`src/rtl/ifs_pkg.sv`:
```
package ifs_pkg;
  localparam int BYTE_W = 8;
  localparam int LEN_W  = 2;

  typedef enum logic [2:0] {
    MODE_INH  = 3'd0,
    MODE_ACCA = 3'd1,
    MODE_ACCB = 3'd2,
    MODE_IMM  = 3'd3,
    MODE_DIR  = 3'd4,
    MODE_IDX  = 3'd5,
    MODE_EXT  = 3'd6,
    MODE_REL  = 3'd7
  } mode_e;

  typedef enum logic {
    ST_GATHER  = 1'b0,
    ST_PRESENT = 1'b1
  } state_e;
endpackage

```
`src/rtl/ifs_opdec.sv`:
```
module ifs_opdec
  import ifs_pkg::*;
(
  input  logic [BYTE_W-1:0] op,
  output logic              legal,
  output mode_e             mode,
  output logic [LEN_W-1:0]  len
);
  logic [15:0] row_ok;
  mode_e       raw_mode;

  // Per high-nibble mask of assigned low nibbles
  always_comb begin
    case (op[7:4])
      4'h0:                row_ok = 16'hFFC2;
      4'h1:                row_ok = 16'h0AC3;
      4'h2:                row_ok = 16'hFFFD;
      4'h3:                row_ok = 16'hCAFF;
      4'h4, 4'h5:          row_ok = 16'hB7D9;
      4'h6, 4'h7:          row_ok = 16'hF7D9;
      4'h8:                row_ok = 16'h7F77;
      4'h9:                row_ok = 16'hDFF7;
      4'hA, 4'hB:          row_ok = 16'hFFF7;
      4'hC:                row_ok = 16'h4F77;
      default:             row_ok = 16'hCFF7;
    endcase
    legal = row_ok[op[3:0]];
  end

  always_comb begin
    if (op[7]) begin
      case (op[5:4])
        2'd0:    raw_mode = MODE_IMM;
        2'd1:    raw_mode = MODE_DIR;
        2'd2:    raw_mode = MODE_IDX;
        default: raw_mode = MODE_EXT;
      endcase
      if (op == 8'h8D) raw_mode = MODE_REL;
    end else begin
      case (op[6:4])
        3'd2:    raw_mode = MODE_REL;
        3'd4:    raw_mode = MODE_ACCA;
        3'd5:    raw_mode = MODE_ACCB;
        3'd6:    raw_mode = MODE_IDX;
        3'd7:    raw_mode = MODE_EXT;
        default: raw_mode = MODE_INH;
      endcase
    end
  end

  always_comb begin
    mode = legal ? raw_mode : MODE_INH;
    case (mode)
      MODE_INH, MODE_ACCA, MODE_ACCB: len = 2'd1;
      MODE_EXT:                       len = 2'd3;
      MODE_IMM:                       len = (op[3:0] == 4'hC || op[3:0] == 4'hE) ? 2'd3 : 2'd2;
      default:                        len = 2'd2;
    endcase
  end
endmodule

```
`src/rtl/ifs_fetch_ptr.sv`:
```
module ifs_fetch_ptr #(
  parameter int ADDR_W = 16
) (
  input  logic              clk,
  input  logic              rst,
  input  logic [ADDR_W-1:0] load_val,
  input  logic              advance,
  output logic [ADDR_W-1:0] ptr
);
  logic [ADDR_W-1:0] ptr_q;

  always_ff @(posedge clk) begin
    if (rst)          ptr_q <= load_val;
    else if (advance) ptr_q <= ptr_q + ADDR_W'(1);
  end

  assign ptr = ptr_q;

  // one step per consumed byte, modulo wrap
  a_r3_advance_by_one: assert property (@(posedge clk) disable iff (rst)
    advance |=> ptr == $past(ptr) + ADDR_W'(1));
  a_r3_idle_hold: assert property (@(posedge clk) disable iff (rst)
    !advance |=> $stable(ptr));
endmodule

```
`src/rtl/ifs_fetch_seq.sv`:
```
module ifs_fetch_seq
  import ifs_pkg::*;
#(
  parameter int ADDR_W = 16
) (
  input  logic              clk,
  input  logic              rst,
  input  logic [ADDR_W-1:0] rst_vector,
  output logic              mem_req,
  output logic [ADDR_W-1:0] mem_addr,
  input  logic              mem_ack,
  input  logic [BYTE_W-1:0] mem_rdata,
  output logic              ins_valid,
  input  logic              ins_ready,
  output logic [BYTE_W-1:0] ins_opcode,
  output logic [BYTE_W-1:0] ins_arg1,
  output logic [BYTE_W-1:0] ins_arg2,
  output logic [2:0]        ins_mode,
  output logic [LEN_W-1:0]  ins_len,
  output logic              ins_illegal
);
  state_e            state_q;
  logic [LEN_W-1:0]  idx_q;
  logic [BYTE_W-1:0] opc_q, arg1_q, arg2_q;
  mode_e             mode_q;
  logic [LEN_W-1:0]  len_q;
  logic              ill_q;

  logic              take;
  logic              dec_legal;
  mode_e             dec_mode;
  logic [LEN_W-1:0]  dec_len;

  assign mem_req = (state_q == ST_GATHER);
  assign take    = mem_req && mem_ack;

  ifs_opdec u_dec (
    .op    (mem_rdata),
    .legal (dec_legal),
    .mode  (dec_mode),
    .len   (dec_len)
  );

  ifs_fetch_ptr #(.ADDR_W(ADDR_W)) u_ptr (
    .clk      (clk),
    .rst      (rst),
    .load_val (rst_vector),
    .advance  (take),
    .ptr      (mem_addr)
  );

  always_ff @(posedge clk) begin
    if (rst) begin
      state_q <= ST_GATHER;
      idx_q   <= '0;
      opc_q   <= '0;
      arg1_q  <= '0;
      arg2_q  <= '0;
      mode_q  <= MODE_INH;
      len_q   <= 2'd1;
      ill_q   <= 1'b0;
    end else begin
      case (state_q)
        ST_GATHER: if (take) begin
          case (idx_q)
            2'd0: begin
              opc_q  <= mem_rdata;
              mode_q <= dec_mode;
              len_q  <= dec_len;
              ill_q  <= !dec_legal;
              arg1_q <= '0;
              arg2_q <= '0;
              if (dec_len == 2'd1) state_q <= ST_PRESENT;
              else                 idx_q   <= 2'd1;
            end
            2'd1: begin
              arg1_q <= mem_rdata;
              if (len_q == 2'd2) begin
                state_q <= ST_PRESENT;
                idx_q   <= 2'd0;
              end else begin
                idx_q   <= 2'd2;
              end
            end
            default: begin
              arg2_q  <= mem_rdata;
              state_q <= ST_PRESENT;
              idx_q   <= 2'd0;
            end
          endcase
        end
        default: if (ins_ready) state_q <= ST_GATHER;
      endcase
    end
  end

  assign ins_valid   = (state_q == ST_PRESENT);
  assign ins_opcode  = opc_q;
  assign ins_arg1    = arg1_q;
  assign ins_arg2    = arg2_q;
  assign ins_mode    = mode_q;
  assign ins_len     = len_q;
  assign ins_illegal = ill_q;

  // reset leaves no instruction pending and a read outstanding
  a_r1_after_reset: assert property (@(posedge clk) disable iff (rst)
    $past(rst) |-> !ins_valid && mem_req);
  // request and address stay put until acknowledged
  a_r2_req_held: assert property (@(posedge clk) disable iff (rst)
    mem_req && !mem_ack |=> mem_req && $stable(mem_addr));
  // frozen output under back-pressure
  a_r10_hold_fields: assert property (@(posedge clk) disable iff (rst)
    ins_valid && !ins_ready |=> ins_valid && $stable(ins_opcode) && $stable(ins_arg1)
      && $stable(ins_arg2) && $stable(ins_mode) && $stable(ins_len) && $stable(ins_illegal));
  a_r10_no_read_while_valid: assert property (@(posedge clk) disable iff (rst)
    ins_valid |-> !mem_req);
  // illegal codes are single-byte, inherent
  a_r8_illegal_shape: assert property (@(posedge clk) disable iff (rst)
    ins_valid && ins_illegal |-> ins_len == 2'd1 && ins_mode == 3'd0);
  // missing operand bytes read as zero
  a_r9_arg2_zero: assert property (@(posedge clk) disable iff (rst)
    ins_valid && ins_len != 2'd3 |-> ins_arg2 == '0);
  // next read starts right after a transfer
  a_r11_resume: assert property (@(posedge clk) disable iff (rst)
    ins_valid && ins_ready |=> mem_req);
endmodule

```
`config.mk`:
```
export PLATFORM = sky130hd
export DESIGN_NAME = ifs_fetch_seq
export DESIGN_NICKNAME = d
export VERILOG_FILES = /design/src/rtl/ifs_pkg.sv /design/src/rtl/ifs_opdec.sv /design/src/rtl/ifs_fetch_ptr.sv /design/src/rtl/ifs_fetch_seq.sv
export SDC_FILE = /design/constraint.sdc
export NUM_CORES = 1
export LEC_CHECK = 0
export BUFFER_PORTS_ARGS = -buffer_cell sky130_fd_sc_hd__buf_4
export CAP_MARGIN = 0
export CORE_MARGIN = 10
export CORE_UTILIZATION = 50
export DETAILED_ROUTE_END_ITERATION = 10
export PLACE_DENSITY = 0.86
export SLEW_MARGIN = 20
export SYNTH_ARGS = -nofsm -noshare
export SYNTH_HDL_FRONTEND = slang
export SYNTH_SLANG_ARGS = --single-unit
```
`constraint.sdc`:
```
create_clock -name clk -period 1.95 [get_ports clk]
set_input_delay 0.0975 -clock clk [delete_from_list [all_inputs] [get_ports clk]]
set_output_delay 0.0975 -clock clk [all_outputs]
set_load 0.01 [all_outputs]
```
==> run summary, run 1 <==
outcome: complete, no violations
setup TNS: 0 ns
first-pass GRT wire length: 11.3 mm
Worst VDD drop: 0.509 mV
Yosys cell types: 51
CTS tree: done
Synth Instances: 286
crit end category: register
Max Slew Vio Count: 0
Reg area: 0.00114 mm2
RSZ-0062 raised after global routing: no
antenna violations before repair: 0
max-cap violations: 0
Syn Nets: 321
post-route clock period utilization: 0.910
Post-Syn Area: 0.00250 mm2
Reg-to-Reg Start: u_ptr.ptr[6]
final wirelength: 6.88 mm
final setup violation count: 0
DP Worst Slack: 0.0362 ns
crit path launch: u_ptr.ptr[6]
cell depth of the worst setup path: 5
Tightest Hold Check Type: input pin to register
core area: 0.00479 mm2
Final Hold Vio Count: 0
Initial Util: 0.523
Die Ht: 90.8 um
Arrival @ worst endpoint: 1.81 ns
Main synth FF type: dfxtp_1
peak fanout along the critical path: 4
CP top delay family: simple AND/OR/NAND/NOR gates
Comb power frac: 0.235
Placed Instances: 420
sequential share of power: 0.512
CTS Buffer Depth: 2
Net Sw Frac: 0.302
Port-buffer cells: 75
share of cells above drive strength 1: 0.291
GRT Overall Usage: 0.164
slew margin rel.: 0.584
#FFs+latches synth: 49
Fmax achieved: 563 MHz
worst skew pair latency: 0.31 ns
Placer Congestion: 0.849
Max Clock Skew: 0.00793 ns
Yosys warning total: 0
clock root buffer: clkbuf_8
Post-synth EDFFs: 16
WL per Instance: 16.1 um
Overflow after GRT: 0
Clk pwr share: 0.253
Layout area overhead: 28.4%
CTS Hold Bufs: 0
FP Rows: 25
Reg clk slew, reported paths: 0.09 ns
Largest stage delay, worst path: 0.42 ns
Crit path buffers/inverters: 0
DP HPWL: 5.30 mm
Boundary Pins: 76
Psw: 721 uW
n_diodes: 0
RR Endpoint: u_ptr.ptr[15]
iteration-0 DRC count of the detailed router: 140
largest net degree at the start of global routing: 60
hold wc startpoint: rst_vector[0]
Non-Filler Instances: 428
Layout Nets: 395
Routed Antenna Nets: 0
Worst setup SP type: register
Final WS setup: 0.175 ns
average size of a mapped cell: 8.75 um2
Via density: 5.43
CTS Buf Count: 5
minimum clock period: 1.78 ns
Endpoint, Worst Hold: u_ptr.ptr[0]
Setup Fix Bufs, Post-CTS: 0
register area share after synthesis: 0.456
P_int: 1.66 mW
htree depth: 2
Post-synth ARST share: 0
required time of the worst setup path: 1.99 ns
CP max-delay cell: edfxtp_1
reg2reg path depth: 5
slew of the pin with the lowest slew margin: 0.622 ns
P_leak: 1.34 nW
die area: 0.00824 mm2
vias: 2323
crit-path cells: nand3_1 > or2_2 > nor4_2 > xnor2_1 > o21ai_0
Power Density: 742 mW/mm2
Filler cells: 420
internal reg-to-reg setup slack: 0.17 ns
critical path class: register to register
# clock sinks: 49
utilization after layout: 0.672
Remaining DRCs: 0
drt first pass iters: 4
area of the multi-input gates: 0.00121 mm2
WHS Path Cells: 3
chip width: 90.8 um
vias in the first global route: 2305
state kept, by name, summed over array words and instances (netlist names), 2 cells and up:
| register | flops |
|---|---|
| u_ptr.ptr | 16 |
| ins_len | 2 |
| ins_mode | 3 |
| ins_opcode | 8 |
| ins_arg1 | 8 |
| ins_arg2 | 8 |
| idx_q | 2 |
how the worst max path moves through the flow:
stage,endpoint
finish,u_ptr.ptr[15]
global route,u_ptr.ptr[9]
CTS,u_ptr.ptr[15]
detailed placement,ins_valid
global placement,ins_valid
floorplan,ins_valid
cell type report:
cell class,count,area share
sequential,49,0.355
clock buffer,5,0.0214
tap,67,0.0261
timing repair buffer,86,0.201
inverter,11,0.0128
multi-input combinational,207,0.378
clock inverter,3,0.00623
cell usage in the layout (no fill, tap or decap), types with 3 or more instances in the layout:
master / Yosys / final
clkbuf_8: 1 / 5
ha_1: 7 / 7
nor3_1: 5 / 5
nand2_1: 56 / 56
o21ai_0: 20 / 20
a22oi_1: 9 / 9
xnor2_1: 8 / 8
xor2_1: 6 / 6
buf_4: 0 / 86
nand3_1: 16 / 16
a21oi_1: 20 / 20
dfxtp_1: 33 / 33
inv_1: 10 / 10
o31ai_1: 3 / 3
nand2b_1: 3 / 3
nor2_1: 15 / 15
edfxtp_1: 16 / 16
power by group through the flow:
stage	combinational, mW	sequential (mW)	clock, mW
CTS	0.563	1.22	0.616
global placement	0.549	1.24	0
finish	0.560	1.22	0.604
detailed placement	0.561	1.24	0
global route	0.622	1.23	0.656
floorplan	0.270	1.27	0
worst reg2reg max path, cell delays in order, from the launching register on:
cell	delay [ns]
edfxtp_1	0.42
nand3_1	0.17
or2_2	0.37
nor4_2	0.31
xnor2_1	0.16
o21ai_0	0.09
Yosys cell counts, types with 3 or more instances:
library cell	number	area share
nand2_1	56	0.084
dfxtp_1	33	0.26
a21oi_1	20	0.040
o21ai_0	20	0.040
edfxtp_1	16	0.19
nand3_1	16	0.032
nor2_1	15	0.022
clkbuf_1	14	0.021
inv_1	10	0.015
a22oi_1	9	0.027
xnor2_1	8	0.028
ha_1	7	0.035
xor2_1	6	0.021
nor3_1	5	0.010
nand2b_1	3	0.0075
o31ai_1	3	0.0090
routing by layer:
metal	up-vias	wire length, um	global-route usage
met5	-	0	0
met4	0	59	0.0438
met3	8	667	0.0682
met2	96	3110	0.260
met1	1064	3050	0.197
li1	1155	-	-
logic make-up (layout without fill, tap and decap cells):
group | count (synthesis) | after routing | synth area share
simple gates | 110 | 110 | 0.201
mux | 1 | 1 | 0.00450
flops | 49 | 49 | 0.456
xor+xnor | 14 | 14 | 0.0490
compound gates | 75 | 75 | 0.193
buf+inv | 30 | 105 | 0.0615
fa+ha+maj | 7 | 7 | 0.0350
stage by stage:
step | total power, mW | hold WS [ns] | instance area [um2]
2_1_floorplan | 1.54 | 0.233 | 2500
3_3_place_gp | 1.79 | 0.377 | 3120
3_5_place_dp | 1.80 | 0.384 | 3120
4_1_cts | 2.40 | 0.0613 | 3210
5_1_grt | 2.51 | 0.0855 | 3220
6_report | 2.38 | 0.0654 | 3220
repair_timing:
item                       4_1_cts  5_1_grt
gates resized for setup          0        1
hold endpoints to repair         0        0
setup endpoints to repair        0        1
(Power assumes the default switching activity.)
==> run 2: changes to the inputs <==
==> constraint.sdc (replaced) <==
create_clock -name clk -period 2.1 [get_ports clk]
set_input_delay 0.105 -clock clk [delete_from_list [all_inputs] [get_ports clk]]
set_output_delay 0.105 -clock clk [all_outputs]
set_load 0.01 [all_outputs]
==> run 2 against run 1 <==
Effect of this change: sequential share of layout area increased by 0.35 points; clock power decreased by 4.8%; non-clock buffer count decreased by 4; via count decreased by 0.65%; count of clock-buffer cells in the layout increased by 2; die area unchanged; flip-flop and latch count unchanged; final cell count decreased by 0.93%; final area decreased by 0.97%; combinational power decreased by 8.6%; register-to-register slack improved by 0.099 ns; critical path depth unchanged.
==> run summary, run 2 (same netlist as run 1, synthesis figures left out) <==
n_diodes: 0
commonest cells after routing, fill and taps aside: 82 x buf_4, 56 x nand2_1, 33 x dfxtp_1
share of cells above drive strength 1: 0.277
Overflow after GRT: 0
Worst setup SP type: register
FP Rows: 25
final setup violation count: 0
DP HPWL: 5.17 mm
slew margin rel.: 0.574
largest net degree at the start of global routing: 60
CP max-delay cell: edfxtp_1
antenna violations before repair: 0
GR peak layer: met2
Remaining DRCs: 0
met1 Use GR: 0.192
Filler cells: 422
met2 Track Usage GR: 0.267
GRT Overall Usage: 0.163
Max Clock Skew: 0.00955 ns
critical path class: register to register
CTS tree: done
# clock sinks: 49
Reg clk slew, reported paths: 0.09 ns
Total Power: 2.22 mW
outcome: complete, no violations
CTS Buffer Depth: 2
CTS Hold Bufs: 0
vias: 2308
setup TNS: 0 ns
vias in the first global route: 2281
Arrival @ worst endpoint: 1.87 ns
WHS Path Cells: 3
Placed Area: 0.00309 mm2
Post-CTS Resized: 0
crit end category: register
Largest stage delay, worst path: 0.45 ns
clock root buffer: clkbuf_8
htree depth: 2
Worst VDD drop: 0.378 mV
Tightest Hold Check Type: input pin to register
Setup Fix Bufs, Post-CTS: 0
Port-buffer cells: 75
worst skew pair latency: 0.31 ns
area of the multi-input gates: 0.00121 mm2
chip width: 90.8 um
Non-Filler Instances: 424
Initial Util: 0.523
Reg area: 0.00114 mm2
met3 usage: 0.0640
first-pass GRT wire length: 11.2 mm
WL per Instance: 16.2 um
Placed Instances: 416
reg2reg path depth: 5
Final Hold Vio Count: 0
drt first pass iters: 4
Routed Antenna Nets: 0
slew of the pin with the lowest slew margin: 0.637 ns
peak fanout along the critical path: 5
core area: 0.00479 mm2
Die Ht: 90.8 um
Power Density: 698 mW/mm2
die area: 0.00824 mm2
RSZ-0062 raised after global routing: no
minimum clock period: 1.83 ns
post-route clock period utilization: 0.869
Fmax achieved: 548 MHz
P_leak: 1.32 nW
final wirelength: 6.86 mm
max reg flops: 16
iteration-0 DRC count of the detailed router: 143
required time of the worst setup path: 2.14 ns
max-cap violations: 0
Boundary Pins: 76
Layout Nets: 391
Max Slew Vio Count: 0
CTS Buf Count: 5
Layout area overhead: 27.2%
commonest non-fill, non-tap cell in the layout: buf_4
Via density: 5.44
crit-path cells: nand3_1 > or2_2 > nor4_1 > xnor2_1 > o21ai_0
post-layout instance area: 0.00318 mm2
Placer Congestion: 0.895
[run 2: final timing paths]
path | endpoint | slack [ns] | start
setup / recovery | u_ptr.ptr[15] | 0.27 | u_ptr.ptr[5]
hold / removal | u_ptr.ptr[12] | 0.07 | rst_vector[12]
setup reg to reg | u_ptr.ptr[15] | 0.27 | u_ptr.ptr[5]
hold reg to reg | ins_arg1[3] | 0.46 | ins_arg1[3]
[run 2: where the power goes]
| part | switching, mW | total [mW] | internal, mW |
|---|---|---|---|
| sequential | 0.0681 | 1.14 | 1.07 |
| combinational | 0.278 | 0.512 | 0.234 |
| clock | 0.307 | 0.575 | 0.268 |
| total | 0.653 | 2.22 | 1.57 |
[run 2: layer usage]
layer / vias up / wire [um]
li1: 1142 / -
met1: 1068 / 2950
met2: 94 / 3150
met3: 4 / 716
met4: 0 / 38
met5: - / 0
[run 2: cell type report]
cell class | instances | area share
repair buffers | 82 | 0.193
multi-input cells | 207 | 0.380
well taps | 67 | 0.0263
clock buffers | 7 | 0.0271
inverters | 11 | 0.0130
flip-flops and latches | 49 | 0.358
clock inverters | 1 | 0.00236
[run 2: critical path, delay by kind of cell (launching register included)]
| kind | cells | cell delay (ns) |
|---|---|---|
| flip-flops | 1 | 0.45 |
| AO/OA/AOI/OAI | 1 | 0.08 |
| AND/OR/NAND/NOR | 3 | 0.88 |
| XOR/XNOR | 1 | 0.16 |
[run 2: per-stage QoR]
stage | hold slack (ns) | util | setup slack [ns]
2_1_floorplan | 0.241 | - | 0.320
3_3_place_gp | 0.384 | 0.646 | 0.170
3_5_place_dp | 0.393 | 0.646 | 0.118
4_1_cts | 0.0708 | 0.665 | 0.246
5_1_grt | 0.0780 | 0.665 | 0.0742
6_report | 0.0747 | 0.665 | 0.274
